$ cat config.mk
export PLATFORM = sky130hd
export DESIGN_NAME = ilv_mem_ctrl
export DESIGN_NICKNAME = d
export VERILOG_FILES = /design/src/rtl/ilv_pkg.sv /design/src/rtl/ilv_bank.sv /design/src/rtl/ilv_ctrl.sv /design/src/rtl/ilv_mem_ctrl.sv
export SDC_FILE = /design/constraint.sdc
export NUM_CORES = 1
export LEC_CHECK = 0
export BUFFER_PORTS_ARGS = -buffer_cell sky130_fd_sc_hd__buf_2
export CORE_MARGIN = 2
export CORE_UTILIZATION = 50
export DETAILED_ROUTE_END_ITERATION = 16
export PLACE_DENSITY = 0.66
export SYNTH_ARGS = -nofsm -noshare
export SYNTH_HDL_FRONTEND = slang
export SYNTH_SLANG_ARGS = --single-unit
$ cat constraint.sdc
create_clock -name clk -period 8.82 [get_ports clk]
set_input_delay 0.882 -clock clk [delete_from_list [all_inputs] [get_ports clk]]
set_output_delay 0.882 -clock clk [all_outputs]
set_load 0.005 [all_outputs]
$ cat src/rtl/ilv_pkg.sv
package ilv_pkg;

  typedef enum logic [1:0] {
    ST_IDLE,
    ST_ADDR,
    ST_WAIT,
    ST_HOLD
  } ilv_state_e;

  // Content model of the whole word space: low 32 bits are the data pattern.
  function automatic logic [63:0] fill_word(input logic [31:0] a);
    logic [31:0] lo;
    lo = a * 32'h9E37_79B1 + 32'h0000_1234;
    return {a ^ 32'hA5A5_0000, lo};
  endfunction

endpackage

$ cat src/rtl/ilv_bank.sv
module ilv_bank #(
  parameter int WORD_W  = 32,
  parameter int NBANK   = 4,
  parameter int LAT     = 25,
  parameter int ROW_W   = 8,
  parameter int BANK_ID = 0
) (
  input  logic              clk,
  input  logic              rst_n,
  input  logic              start,
  input  logic [ROW_W-1:0]  row,
  output logic              ready,
  output logic [WORD_W-1:0] data
);
  localparam int BANK_W = $clog2(NBANK);
  localparam int CNT_W  = $clog2(LAT + 1);

  logic [CNT_W-1:0]  cnt_q;
  logic              armed_q;
  logic [WORD_W-1:0] data_q;
  logic [31:0]       full_addr;
  logic [63:0]       pat;

  assign full_addr = 32'({row, BANK_W'(BANK_ID)});
  assign pat       = ilv_pkg::fill_word(full_addr);

  always_ff @(posedge clk or negedge rst_n) begin
    if (!rst_n) begin
      cnt_q   <= '0;
      armed_q <= 1'b0;
      data_q  <= '0;
    end else if (start) begin
      cnt_q   <= CNT_W'(LAT - 1);
      armed_q <= 1'b1;
      data_q  <= pat[WORD_W-1:0];
    end else if (cnt_q != '0) begin
      cnt_q <= cnt_q - 1'b1;
    end
  end

  assign ready = armed_q && (cnt_q == '0);
  assign data  = data_q;

endmodule

$ cat src/rtl/ilv_ctrl.sv
module ilv_ctrl #(
  parameter int WORD_W = 32,
  parameter int NBANK  = 4,
  parameter int ADDR_W = 10
) (
  input  logic                          clk,
  input  logic                          rst_n,
  input  logic                          req_valid,
  input  logic [ADDR_W-1:0]             req_addr,
  input  logic [$clog2(NBANK):0]        req_len,
  input  logic                          mode_seq,
  output logic [NBANK-1:0]              bank_start,
  output logic [NBANK-1:0][ADDR_W-$clog2(NBANK)-1:0] bank_row,
  input  logic [NBANK-1:0]              bank_ready,
  input  logic [NBANK-1:0][WORD_W-1:0]  bank_data,
  output logic                          busy,
  output logic                          rd_valid,
  output logic [WORD_W-1:0]             rd_data,
  output logic [$clog2(NBANK)-1:0]      rd_idx,
  output logic                          rd_done,
  output logic                          blk_seq
);
  import ilv_pkg::*;

  localparam int BANK_W = $clog2(NBANK);
  localparam int LEN_W  = BANK_W + 1;

  ilv_state_e        st_q;
  logic [ADDR_W-1:0] base_q;
  logic [LEN_W-1:0]  len_q;
  logic [LEN_W-1:0]  idx_q;
  logic              seq_q;
  logic              vld_q;
  logic              done_q;
  logic [WORD_W-1:0] data_q;
  logic [BANK_W-1:0] ridx_q;

  function automatic logic len_ok(input logic [LEN_W-1:0] l);
    return (l != '0) && (l <= LEN_W'(NBANK));
  endfunction

  // Named events for the checker and for readability.
  logic              accept;
  logic              take;
  logic              last_word;
  logic [ADDR_W-1:0] cur_addr;
  logic [BANK_W-1:0] cur_bank;

  assign busy      = (st_q != ST_IDLE) || vld_q;
  assign accept    = !busy && req_valid && len_ok(req_len);
  assign cur_addr  = base_q + ADDR_W'(idx_q);
  assign cur_bank  = cur_addr[BANK_W-1:0];
  assign take      = (st_q == ST_WAIT) && bank_ready[cur_bank];
  assign last_word = (idx_q == len_q - 1'b1);

  for (genvar b = 0; b < NBANK; b++) begin : g_sel
    logic [BANK_W-1:0] ofs;
    logic [ADDR_W-1:0] baddr;
    assign ofs           = BANK_W'(b) - base_q[BANK_W-1:0];
    assign baddr         = base_q + ADDR_W'(ofs);
    assign bank_start[b] = (st_q == ST_ADDR) &&
                           (seq_q ? (ofs == idx_q[BANK_W-1:0]) : (LEN_W'(ofs) < len_q));
    assign bank_row[b]   = baddr[ADDR_W-1:BANK_W];
  end

  always_ff @(posedge clk or negedge rst_n) begin
    if (!rst_n) begin
      st_q   <= ST_IDLE;
      base_q <= '0;
      len_q  <= '0;
      idx_q  <= '0;
      seq_q  <= 1'b0;
      vld_q  <= 1'b0;
      done_q <= 1'b0;
      data_q <= '0;
      ridx_q <= '0;
    end else begin
      vld_q  <= 1'b0;
      done_q <= 1'b0;
      case (st_q)
        ST_IDLE: if (accept) begin
          base_q <= req_addr;
          len_q  <= req_len;
          seq_q  <= mode_seq;
          idx_q  <= '0;
          st_q   <= ST_ADDR;
        end
        ST_ADDR: st_q <= ST_WAIT;
        ST_WAIT: if (take) begin
          vld_q  <= 1'b1;
          data_q <= bank_data[cur_bank];
          ridx_q <= idx_q[BANK_W-1:0];
          done_q <= last_word;
          if (last_word) begin
            st_q <= ST_IDLE;
          end else begin
            idx_q <= idx_q + 1'b1;
            st_q  <= seq_q ? ST_HOLD : ST_WAIT;
          end
        end
        ST_HOLD: st_q <= ST_ADDR;
        default: st_q <= ST_IDLE;
      endcase
    end
  end

  assign rd_valid = vld_q;
  assign rd_data  = data_q;
  assign rd_idx   = ridx_q;
  assign rd_done  = done_q;
  assign blk_seq  = seq_q;

endmodule

$ cat src/rtl/ilv_mem_ctrl.sv
module ilv_mem_ctrl #(
  parameter int WORD_W = 32,
  parameter int NBANK  = 4,
  parameter int LAT    = 25,
  parameter int ADDR_W = 10
) (
  input  logic                     clk,
  input  logic                     rst_n,
  input  logic                     req_valid,
  input  logic [ADDR_W-1:0]        req_addr,
  input  logic [$clog2(NBANK):0]   req_len,
  input  logic                     mode_seq,
  output logic                     busy,
  output logic                     rd_valid,
  output logic [WORD_W-1:0]        rd_data,
  output logic [$clog2(NBANK)-1:0] rd_idx,
  output logic                     rd_done
);
  localparam int BANK_W = $clog2(NBANK);
  localparam int ROW_W  = ADDR_W - BANK_W;

  logic [NBANK-1:0]             bank_start;
  logic [NBANK-1:0][ROW_W-1:0]  bank_row;
  logic [NBANK-1:0]             bank_ready;
  logic [NBANK-1:0][WORD_W-1:0] bank_data;
  logic                         blk_seq;

  ilv_ctrl #(
    .WORD_W(WORD_W), .NBANK(NBANK), .ADDR_W(ADDR_W)
  ) u_ctrl (
    .clk(clk), .rst_n(rst_n),
    .req_valid(req_valid), .req_addr(req_addr), .req_len(req_len), .mode_seq(mode_seq),
    .bank_start(bank_start), .bank_row(bank_row),
    .bank_ready(bank_ready), .bank_data(bank_data),
    .busy(busy), .rd_valid(rd_valid), .rd_data(rd_data),
    .rd_idx(rd_idx), .rd_done(rd_done), .blk_seq(blk_seq)
  );

  for (genvar b = 0; b < NBANK; b++) begin : g_bank
    ilv_bank #(
      .WORD_W(WORD_W), .NBANK(NBANK), .LAT(LAT), .ROW_W(ROW_W), .BANK_ID(b)
    ) u_bank (
      .clk(clk), .rst_n(rst_n),
      .start(bank_start[b]), .row(bank_row[b]),
      .ready(bank_ready[b]), .data(bank_data[b])
    );
  end

endmodule

==> reports/results.md, run 1 <==
| Item | Reported | Unit |
| --- | --- | --- |
| Top library cells by usage in the layout, fill and taps aside | 464 x sky130_fd_sc_hd__inv_1, 300 x sky130_fd_sc_hd__ha_1, 264 x sky130_fd_sc_hd__fa_1 | - |
| First-pass GRT wire length | 110000 | µm |
| Std cell rows | 81 | - |
| Antenna violations before repair | 1 | - |
| Worst Skew | 0.01717 | ns |
| Synthesized netlist cell count | 2652 | - |
| Fraction of layout cells with a size suffix above 1 | 0.08617 | - |
| Routability cong. | 0.9756 | - |
| Fill cells | 4418 | - |
| Number of placed cells counting well taps | 3336 | - |
| Delay of the slowest cell on the worst path | 0.58 | ns |
| CTS sink cnt | 199 | - |
| Final WS setup | 0.6501 | ns |
| Max cap viols | 0 | - |
| Effective utilization at floorplan | 0.5077 | - |
| Area enclosed by the die boundary | 51720 | µm² |
| Total Routed Length | 67220 | µm |
| Pre-CTS setup slack | 0.5483 | ns |
| Ys async rst share | 1.000 | - |
| Per-instance average area after synthesis | 9.410 | µm² |
| Netlist area before placement | 24960 | µm² |
| Slew Limit Fails | 0 | - |
| Pin count of the biggest net entering global routing | 121 | - |
| Number of buffers on the longest clock path | 2 | - |
| Slowest stage cell, crit path | sky130_fd_sc_hd__dfrtp_1 | - |
| Total nets after synthesis | 3233 | - |
| Hold/Removal Path Class | flip-flop to flip-flop | - |
| Final hold slack | 0.4758 | ns |
| Worst-Skew Late Latency | 0.51 | ns |
| Critical Setup Path Class | flip-flop to flip-flop | - |
| Number of hold violations in the final report | 0 | - |
| Largest driver fanout on the critical path | 10 | - |
| Remaining antenna violation count after routing | 0 | - |
| CTS tree | done | - |
| Dpl hpwl | 55580 | µm |
| Final antenna diode count | 0 | - |
| Setup TNS | 0 | ns |
| Number of global-route vias before repair | 19939 | - |
| Count of different cell masters after synthesis | 88 | - |
| Clock period minus worst slack | 8.170 | ns |
| Buffer type at the clock tree root | sky130_fd_sc_hd__clkbuf_16 | - |
| Share of the yosys chip area belonging to registers | 0.1995 | - |
| FF+latch area | 4980 | µm² |
| Cts-stage hold buffer count | 0 | - |
| Via count normalized by instance count | 5.609 | - |
| Total of endpoints with negative setup slack in the final report | 0 | - |
| Remaining routing DRC violations | 0 | - |
| Top cell type by total area after synthesis | sky130_fd_sc_hd__fa_1 | - |
| Overall via count from detail_route | 18890 | - |
| Chip height | 227.4 | µm |
| Violation count after the first detailed-route iteration | 1294 | - |
| Worst slew margin | 0.1856 | - |
| Footprint of the multi-input gates | 18020 | µm² |
| Total congestion overflow | 0 | - |
| Top-area cell type share of the netlist area | 0.2118 | - |
| EDFF count, synth | 0 | - |
| Global routing usage summed across all routing layers | 0.2791 | - |
| Final cycle utilization of the critical path | 0.9263 | - |
| Net total in the final layout | 3272 | - |
| Number of buffers added by the clock tree synthesis step | 17 | - |
| TritonRoute pass-1 iters | 6 | - |
| Seq cells post-synth | 199 | - |
| Final Instance Count excl. Fillers | 3368 | - |
| Placeable core region | 49150 | µm² |
| Slew at the pin with the worst max-slew slack | 1.205 | ns |
| Element type at the critical path end | flip-flop | - |
| Data arrival at the endpoint of the critical path | 8.53 | ns |
| Highest Clock Rate | 122.4 | MHz |
| Number of H-tree levels | 4 | - |
| Post-DR wirelength/cell | 19.96 | µm |
| Buffers on Ports | 53 | - |
| Top FF cell, synth | sky130_fd_sc_hd__dfrtp_1 | - |
| CP startpoint kind | flip-flop | - |
| Top-level I/O count | 54 | - |
| Commonest non-fill, non-tap cell in the layout | sky130_fd_sc_hd__inv_1 | - |
| Area growth syn-to-layout | 6.914 | % |
| Chip Width | 227.4 | µm |
| Clock-pin slew on the worst setup and hold paths | 0.09 | ns |
| Yosys synthesis warning count | 0 | - |
| Required time worst endpoint | 9.18 | ns |
| Largest cells by area after synthesis | sky130_fd_sc_hd__fa_1 21%, sky130_fd_sc_hd__dfrtp_1 20%, sky130_fd_sc_hd__ha_1 15%, sky130_fd_sc_hd__inv_1 7.0%, sky130_fd_sc_hd__xnor2_1 4.1% | - |
| Outcome | finished clean | - |
-- sequential cells by signal (all words and copies together) (netlist names) --
name and cells:
g_bank.u_bank.armed_q 1, g_bank.u_bank.cnt_q 20, g_bank.u_bank.data 123, u_ctrl.base_q 10
u_ctrl.blk_seq 1, u_ctrl.idx_q 3, u_ctrl.len_q 3, u_ctrl.rd_data 32
u_ctrl.rd_done 1, u_ctrl.rd_idx 2, u_ctrl.rd_valid 1, u_ctrl.st_q 2
-- critical path: cells and delay by family (launching register included) --
family / cells / cell delay, ns
adder cells (fa/ha/maj): 7 / 2.59
AND/OR/NAND/NOR: 6 / 1.97
AO/OA/AOI/OAI: 6 / 1.36
XOR/XNOR: 4 / 1.04
flip-flops: 1 / 0.58
buffers and inverters: 5 / 0.47
-- Yosys cell counts (7+ instances only) --
| master | instances |
|---|---|
| sky130_fd_sc_hd__nand2b_1 | 25 |
| sky130_fd_sc_hd__a21o_1 | 54 |
| sky130_fd_sc_hd__nand4_1 | 7 |
| sky130_fd_sc_hd__nor4_1 | 7 |
| sky130_fd_sc_hd__nor3_1 | 39 |
| sky130_fd_sc_hd__nor3b_1 | 12 |
| sky130_fd_sc_hd__a31oi_1 | 12 |
| sky130_fd_sc_hd__o31ai_1 | 13 |
| sky130_fd_sc_hd__a21oi_1 | 92 |
| sky130_fd_sc_hd__mux2_2 | 38 |
| sky130_fd_sc_hd__fa_1 | 264 |
| sky130_fd_sc_hd__nor2_1 | 95 |
| sky130_fd_sc_hd__inv_1 | 464 |
| sky130_fd_sc_hd__and2_1 | 13 |
| sky130_fd_sc_hd__o211ai_1 | 11 |
| sky130_fd_sc_hd__xor2_1 | 75 |
| sky130_fd_sc_hd__nand3_1 | 46 |
| sky130_fd_sc_hd__ha_1 | 300 |
| sky130_fd_sc_hd__o21ai_1 | 17 |
| sky130_fd_sc_hd__or2_2 | 10 |
| sky130_fd_sc_hd__a211o_1 | 12 |
| sky130_fd_sc_hd__and3_1 | 16 |
| sky130_fd_sc_hd__nor4b_1 | 8 |
| sky130_fd_sc_hd__nand3b_1 | 8 |
| sky130_fd_sc_hd__xnor2_1 | 117 |
| sky130_fd_sc_hd__o21a_1 | 15 |
| sky130_fd_sc_hd__dfrtp_1 | 199 |
| sky130_fd_sc_hd__o21bai_1 | 8 |
| sky130_fd_sc_hd__nand2_1 | 255 |
| sky130_fd_sc_hd__or3_1 | 21 |
| sky130_fd_sc_hd__o21ai_0 | 174 |
| sky130_fd_sc_hd__mux4_2 | 30 |
| sky130_fd_sc_hd__nor2b_1 | 15 |
| sky130_fd_sc_hd__clkbuf_1 | 58 |
| sky130_fd_sc_hd__a211oi_1 | 14 |
-- logic make-up (layout without fill, tap and decap cells) --
kind of cell	after synthesis	after routing	synth area share
muxes	73	73	0.04643
and+or+nand+nor	599	599	0.1169
buffers and inverters	533	585	0.08077
xor gates and xnor gates	193	193	0.06803
adders and majority gates	564	564	0.3622
AOI/OAI and AO/OA	491	491	0.1261
DFF	199	199	0.1995
-- stage by stage --
step | utilization | cell area, µm²
after detailed placement | 0.5310 | 26100
after floorplan | - | 24960
after global placement | 0.5310 | 26100
final | 0.5428 | 26680
after global routing | 0.5428 | 26680
after CTS | 0.5427 | 26680
-- path summary, 6_finish.rpt --
| kind | slack (ns) | cells after the start | startpoint | endpoint |
|---|---|---|---|---|
| max | 0.65 | 28 | u_ctrl.base_q[1]$_DFFE_PN0P_ | g_bank[0].u_bank.data[31]$_DFFE_PN0P_ |
| min | 0.48 | 1 | g_bank[2].u_bank.data[1]$_DFFE_PN0P_ | g_bank[2].u_bank.data[1]$_DFFE_PN0P_ |
| max reg2reg | 0.65 | 28 | u_ctrl.base_q[1]$_DFFE_PN0P_ | g_bank[0].u_bank.data[31]$_DFFE_PN0P_ |
| min reg2reg | 0.48 | 1 | g_bank[2].u_bank.data[1]$_DFFE_PN0P_ | g_bank[2].u_bank.data[1]$_DFFE_PN0P_ |
| max in group asynchronous | 6.60 | 2 | rst_n | u_ctrl.rd_data[14]$_DFFE_PN0P_ |
| min in group asynchronous | 0.50 | 1 | rst_n | u_ctrl.base_q[1]$_DFFE_PN0P_ |
-- per-layer routing --
metal	track usage	up-vias	part of all wire
met5	0	-	0.00019
met4	0.07780	2	0.024
met3	0.04233	90	0.051
met2	0.4596	442	0.47
met1	0.3841	9496	0.45
li1	-	8860	-
-- repair_timing --
action	in CTS	in global routing
setup endpoints to repair	0	4
buffers inserted	0	0
resized for setup	0	1
-- final cells by class --
cell class | instances | area share
multi-input cells | 1920 | 0.6755
flip-flops and latches | 199 | 0.1866
inverters | 468 | 0.06584
well taps | 664 | 0.03114
repair buffers | 85 | 0.01927
clock buffers | 19 | 0.01660
clock inverters | 13 | 0.005065
Power of run 1 is left out: the tool's default activity adds up to more than one toggle a clock period on the data nets, which glitch-free logic cannot reach.
==> inputs of run 2 (changes only) <==
--- a/config.mk
+++ b/config.mk
@@ -5,6 +5,7 @@
 export SDC_FILE = /design/constraint.sdc
 export NUM_CORES = 1
 export LEC_CHECK = 0
+export ABC_AREA = 1
 export BUFFER_PORTS_ARGS = -buffer_cell sky130_fd_sc_hd__buf_2
 export CORE_MARGIN = 2
 export CORE_UTILIZATION = 50
==> reports/results.md, run 2 <==
| Item | Reported | Unit | Change |
| --- | --- | --- | --- |
| Synthesized netlist cell count | 3497 | - | +32% |
| Clock period minus worst slack | 7.368 | ns | -0.8019 ns |
| Buffering stage count on the worst path with inverters included | 7 | - | +2 |
| First-pass GRT wire length | 114300 | µm | +3.9% |
| Seq cells post-synth | 199 | - | unchanged |
| Fraction of met3 tracks used by global routing | 0.04548 | - | +0.003143 |
| Outcome | finished clean | - |  |
| EDFF count, synth | 0 | - | unchanged |
| Max cap viols | 0 | - | unchanged |
| Routability cong. | 0.9541 | - | -2.2% |
| Number of buffers on the longest clock path | 2 | - | unchanged |
| FF+latch area | 4980 | µm² | unchanged |
| Slew at the pin with the worst max-slew slack | 1.040 | ns | -0.1642 ns |
| Std cell rows | 84 | - | +3.7% |
| Global-route track usage on met2 | 0.4364 | - | -0.02319 |
| Slew Limit Fails | 0 | - | unchanged |
| Element type at the critical path end | flip-flop | - |  |
| Yosys synthesis warning count | 0 | - | unchanged |
| TritonRoute pass-1 iters | 6 | - | unchanged |
| Top library cells by usage in the layout, fill and taps aside | 817 x sky130_fd_sc_hd__nand2_1, 757 x sky130_fd_sc_hd__inv_1, 299 x sky130_fd_sc_hd__ha_1 | - |  |
| CTS sink cnt | 199 | - | unchanged |
| Worst-Skew Late Latency | 0.47 | ns | -0.04 ns |
| Total nets after synthesis | 4078 | - | +26% |
| Top cells by count, synth | 817 x sky130_fd_sc_hd__nand2_1, 757 x sky130_fd_sc_hd__inv_1, 300 x sky130_fd_sc_hd__ha_1, 264 x sky130_fd_sc_hd__fa_1, 242 x sky130_fd_sc_hd__nor2_1 | - |  |
| Final cycle utilization of the critical path | 0.8354 | - | -0.09091 |
| Total of endpoints with negative setup slack in the final report | 0 | - | unchanged |
| Clock-pin slew on the worst setup and hold paths | 0.08 | ns | about the same |
| Footprint of the multi-input gates | 18390 | µm² | +2.0% |
| Number of buffers added by the clock tree synthesis step | 17 | - | unchanged |
| Total Routed Length | 71340 | µm | +6.1% |
| Largest cells by area after synthesis | sky130_fd_sc_hd__fa_1 20%, sky130_fd_sc_hd__dfrtp_1 19%, sky130_fd_sc_hd__ha_1 14%, sky130_fd_sc_hd__nand2_1 12%, sky130_fd_sc_hd__inv_1 11% | - |  |
| Top-area cell type share of the netlist area | 0.1996 | - | -0.01219 |
| Setup Buffers After CTS | 0 | - | unchanged |
| Hold/Removal Path Class | flip-flop to flip-flop | - |  |
| Share of the yosys chip area belonging to registers | 0.1881 | - | -0.01148 |
| Fraction of layout cells with a size suffix above 1 | 0.04802 | - | -0.03815 |
| Number of hold violations in the final report | 0 | - | unchanged |
| Total congestion overflow | 0 | - | unchanged |
| Most common cell in the synthesized netlist | sky130_fd_sc_hd__nand2_1 | - |  |
| CTS tree | done | - |  |
| Fill cells | 5012 | - | +13% |
| Top-level I/O count | 54 | - | unchanged |
| Largest driver fanout on the critical path | 9 | - | -1 |
| Met1 Use GR | 0.3747 | - | -0.009434 |
| Delay of the slowest cell on the worst path | 0.54 | ns | -0.04 ns |
| Worst slew margin | 0.3064 | - | +0.1208 |
| Area enclosed by the die boundary | 54820 | µm² | +6.0% |
| Pin count of the biggest net entering global routing | 137 | - | +13% |
| Highest Clock Rate | 135.7 | MHz | +11% |
| Worst Skew | 0.02178 | ns | +0.004608 ns |
| Chip Width | 234.1 | µm | +3.0% |
| Final antenna diode count | 0 | - | unchanged |
| Antenna violations before repair | 1 | - | unchanged |
| Overall via count from detail_route | 21737 | - | +15% |
| Cell with the most instances on the worst path | sky130_fd_sc_hd__nand2_1 | - |  |
| Via count normalized by instance count | 5.141 | - | -8.3% |
| Area growth syn-to-layout | 6.048 | % |  |
| Chip height | 234.1 | µm | +3.0% |
| Cell family with most CP delay | adder cells | - |  |
| Required time worst endpoint | 9.20 | ns | +0.02 ns |
| Ys async rst share | 1.000 | - | unchanged |
| Dpl hpwl | 60520 | µm | +8.9% |
| Top FF cell, synth | sky130_fd_sc_hd__dfrtp_1 | - |  |
| Commonest non-fill, non-tap cell in the layout | sky130_fd_sc_hd__nand2_1 | - |  |
| Net total in the final layout | 4109 | - | +26% |
| Setup TNS | 0 | ns | unchanged |
| Max reg flops | 123 | - | unchanged |
| Resized Gates After CTS | 0 | - | unchanged |
| Global routing usage summed across all routing layers | 0.2679 | - | -0.01121 |
| Data arrival at the endpoint of the critical path | 7.75 | ns | -0.78 ns |
| Number of global-route vias before repair | 21083 | - | +5.7% |
| Slowest stage cell, crit path | sky130_fd_sc_hd__dfrtp_1 | - |  |
| Post-DR wirelength/cell | 16.87 | µm | -15% |
| Cts-stage hold buffer count | 0 | - | unchanged |
| Number of H-tree levels | 4 | - | unchanged |
| Remaining routing DRC violations | 0 | - | unchanged |
| Effective utilization at floorplan | 0.5049 | - | -0.002811 |
| Most Used Layer, Global Route | met2 | - |  |
| Critical Setup Path Class | flip-flop to flip-flop | - |  |
| Top cell type by total area after synthesis | sky130_fd_sc_hd__fa_1 | - |  |
| Placeable core region | 52450 | µm² | +6.7% |
| Buffers on Ports | 53 | - | unchanged |
| Setup repair after global routing missed its margin | false | - |  |
| Remaining antenna violation count after routing | 0 | - | unchanged |
| CP startpoint kind | flip-flop | - |  |
| Netlist area before placement | 26480 | µm² | +6.1% |
| Violation count after the first detailed-route iteration | 1454 | - | +12% |
| Per-instance average area after synthesis | 7.572 | µm² | -20% |
| Buffer type at the clock tree root | sky130_fd_sc_hd__clkbuf_16 | - |  |
| Count of different cell masters after synthesis | 54 | - | -39% |
run 2: routing by layer:
layer	share of wire	up-vias
met1	0.47	10265
met3	0.057	66
li1	-	10869
met2	0.46	537
met5	0	-
met4	0.019	0
run 2: kinds of logic (layout without fill, tap and decap cells):
group	Yosys count	count (layout)	share of synthesized area
flops	199	199	0.1881
mux	15	15	0.006615
compound gates	406	406	0.08722
simple gates	1354	1354	0.2134
xor+xnor	136	136	0.04527
buf+inv	823	866	0.1181
fa+ha+maj	564	564	0.3413
run 2: metrics by stage:
stage	instance area (µm²)	setup slack, ns	instances	utilization	hold slack, ns
after floorplan	26480	2.824	3497	-	0.4400
after global placement	27500	1.505	4197	0.5243	0.4513
after detailed placement	27500	1.534	4197	0.5243	0.4533
after CTS	28080	1.476	4228	0.5355	0.4804
after global routing	28080	0.9344	4228	0.5355	0.4901
final	28080	1.452	4228	0.5355	0.4826
run 2: cell type report:
type | instances | area share
repair buffers | 69 | 0.01408
clock buffers | 19 | 0.01577
inverters | 766 | 0.1024
multi-input cells | 2475 | 0.6547
well taps | 688 | 0.03065
flip-flops and latches | 199 | 0.1773
clock inverters | 12 | 0.005035
run 2: worst register-to-register path: cells and delay by family, from the launching register on:
kind,cells,cell delay [ns]
adders and majority gates,7,2.91
and+or+nand+nor,20,2.74
buffers and inverters,7,0.63
DFF,1,0.54
xor gates and xnor gates,1,0.49
run 2: worst paths after layout:
| path | start | to | slack [ns] | depth (start not counted) |
|---|---|---|---|---|
| setup / recovery | u_ctrl.base_q[1]$_DFFE_PN0P_ | g_bank[2].u_bank.data[31]$_DFFE_PN0P_ | 1.45 | 35 |
| hold / removal | g_bank[1].u_bank.data[0]$_DFFE_PN0P_ | g_bank[1].u_bank.data[0]$_DFFE_PN0P_ | 0.48 | 1 |
| setup reg to reg | u_ctrl.base_q[1]$_DFFE_PN0P_ | g_bank[2].u_bank.data[31]$_DFFE_PN0P_ | 1.45 | 35 |
| hold reg to reg | g_bank[1].u_bank.data[0]$_DFFE_PN0P_ | g_bank[1].u_bank.data[0]$_DFFE_PN0P_ | 0.48 | 1 |
| max in group asynchronous | rst_n | u_ctrl.base_q[3]$_DFFE_PN0P_ | 6.75 | 2 |
| min in group asynchronous | rst_n | g_bank[3].u_bank.cnt_q[0]$_DFFE_PN0P_ | 0.53 | 1 |
Power of run 2 is left out for the same reason.
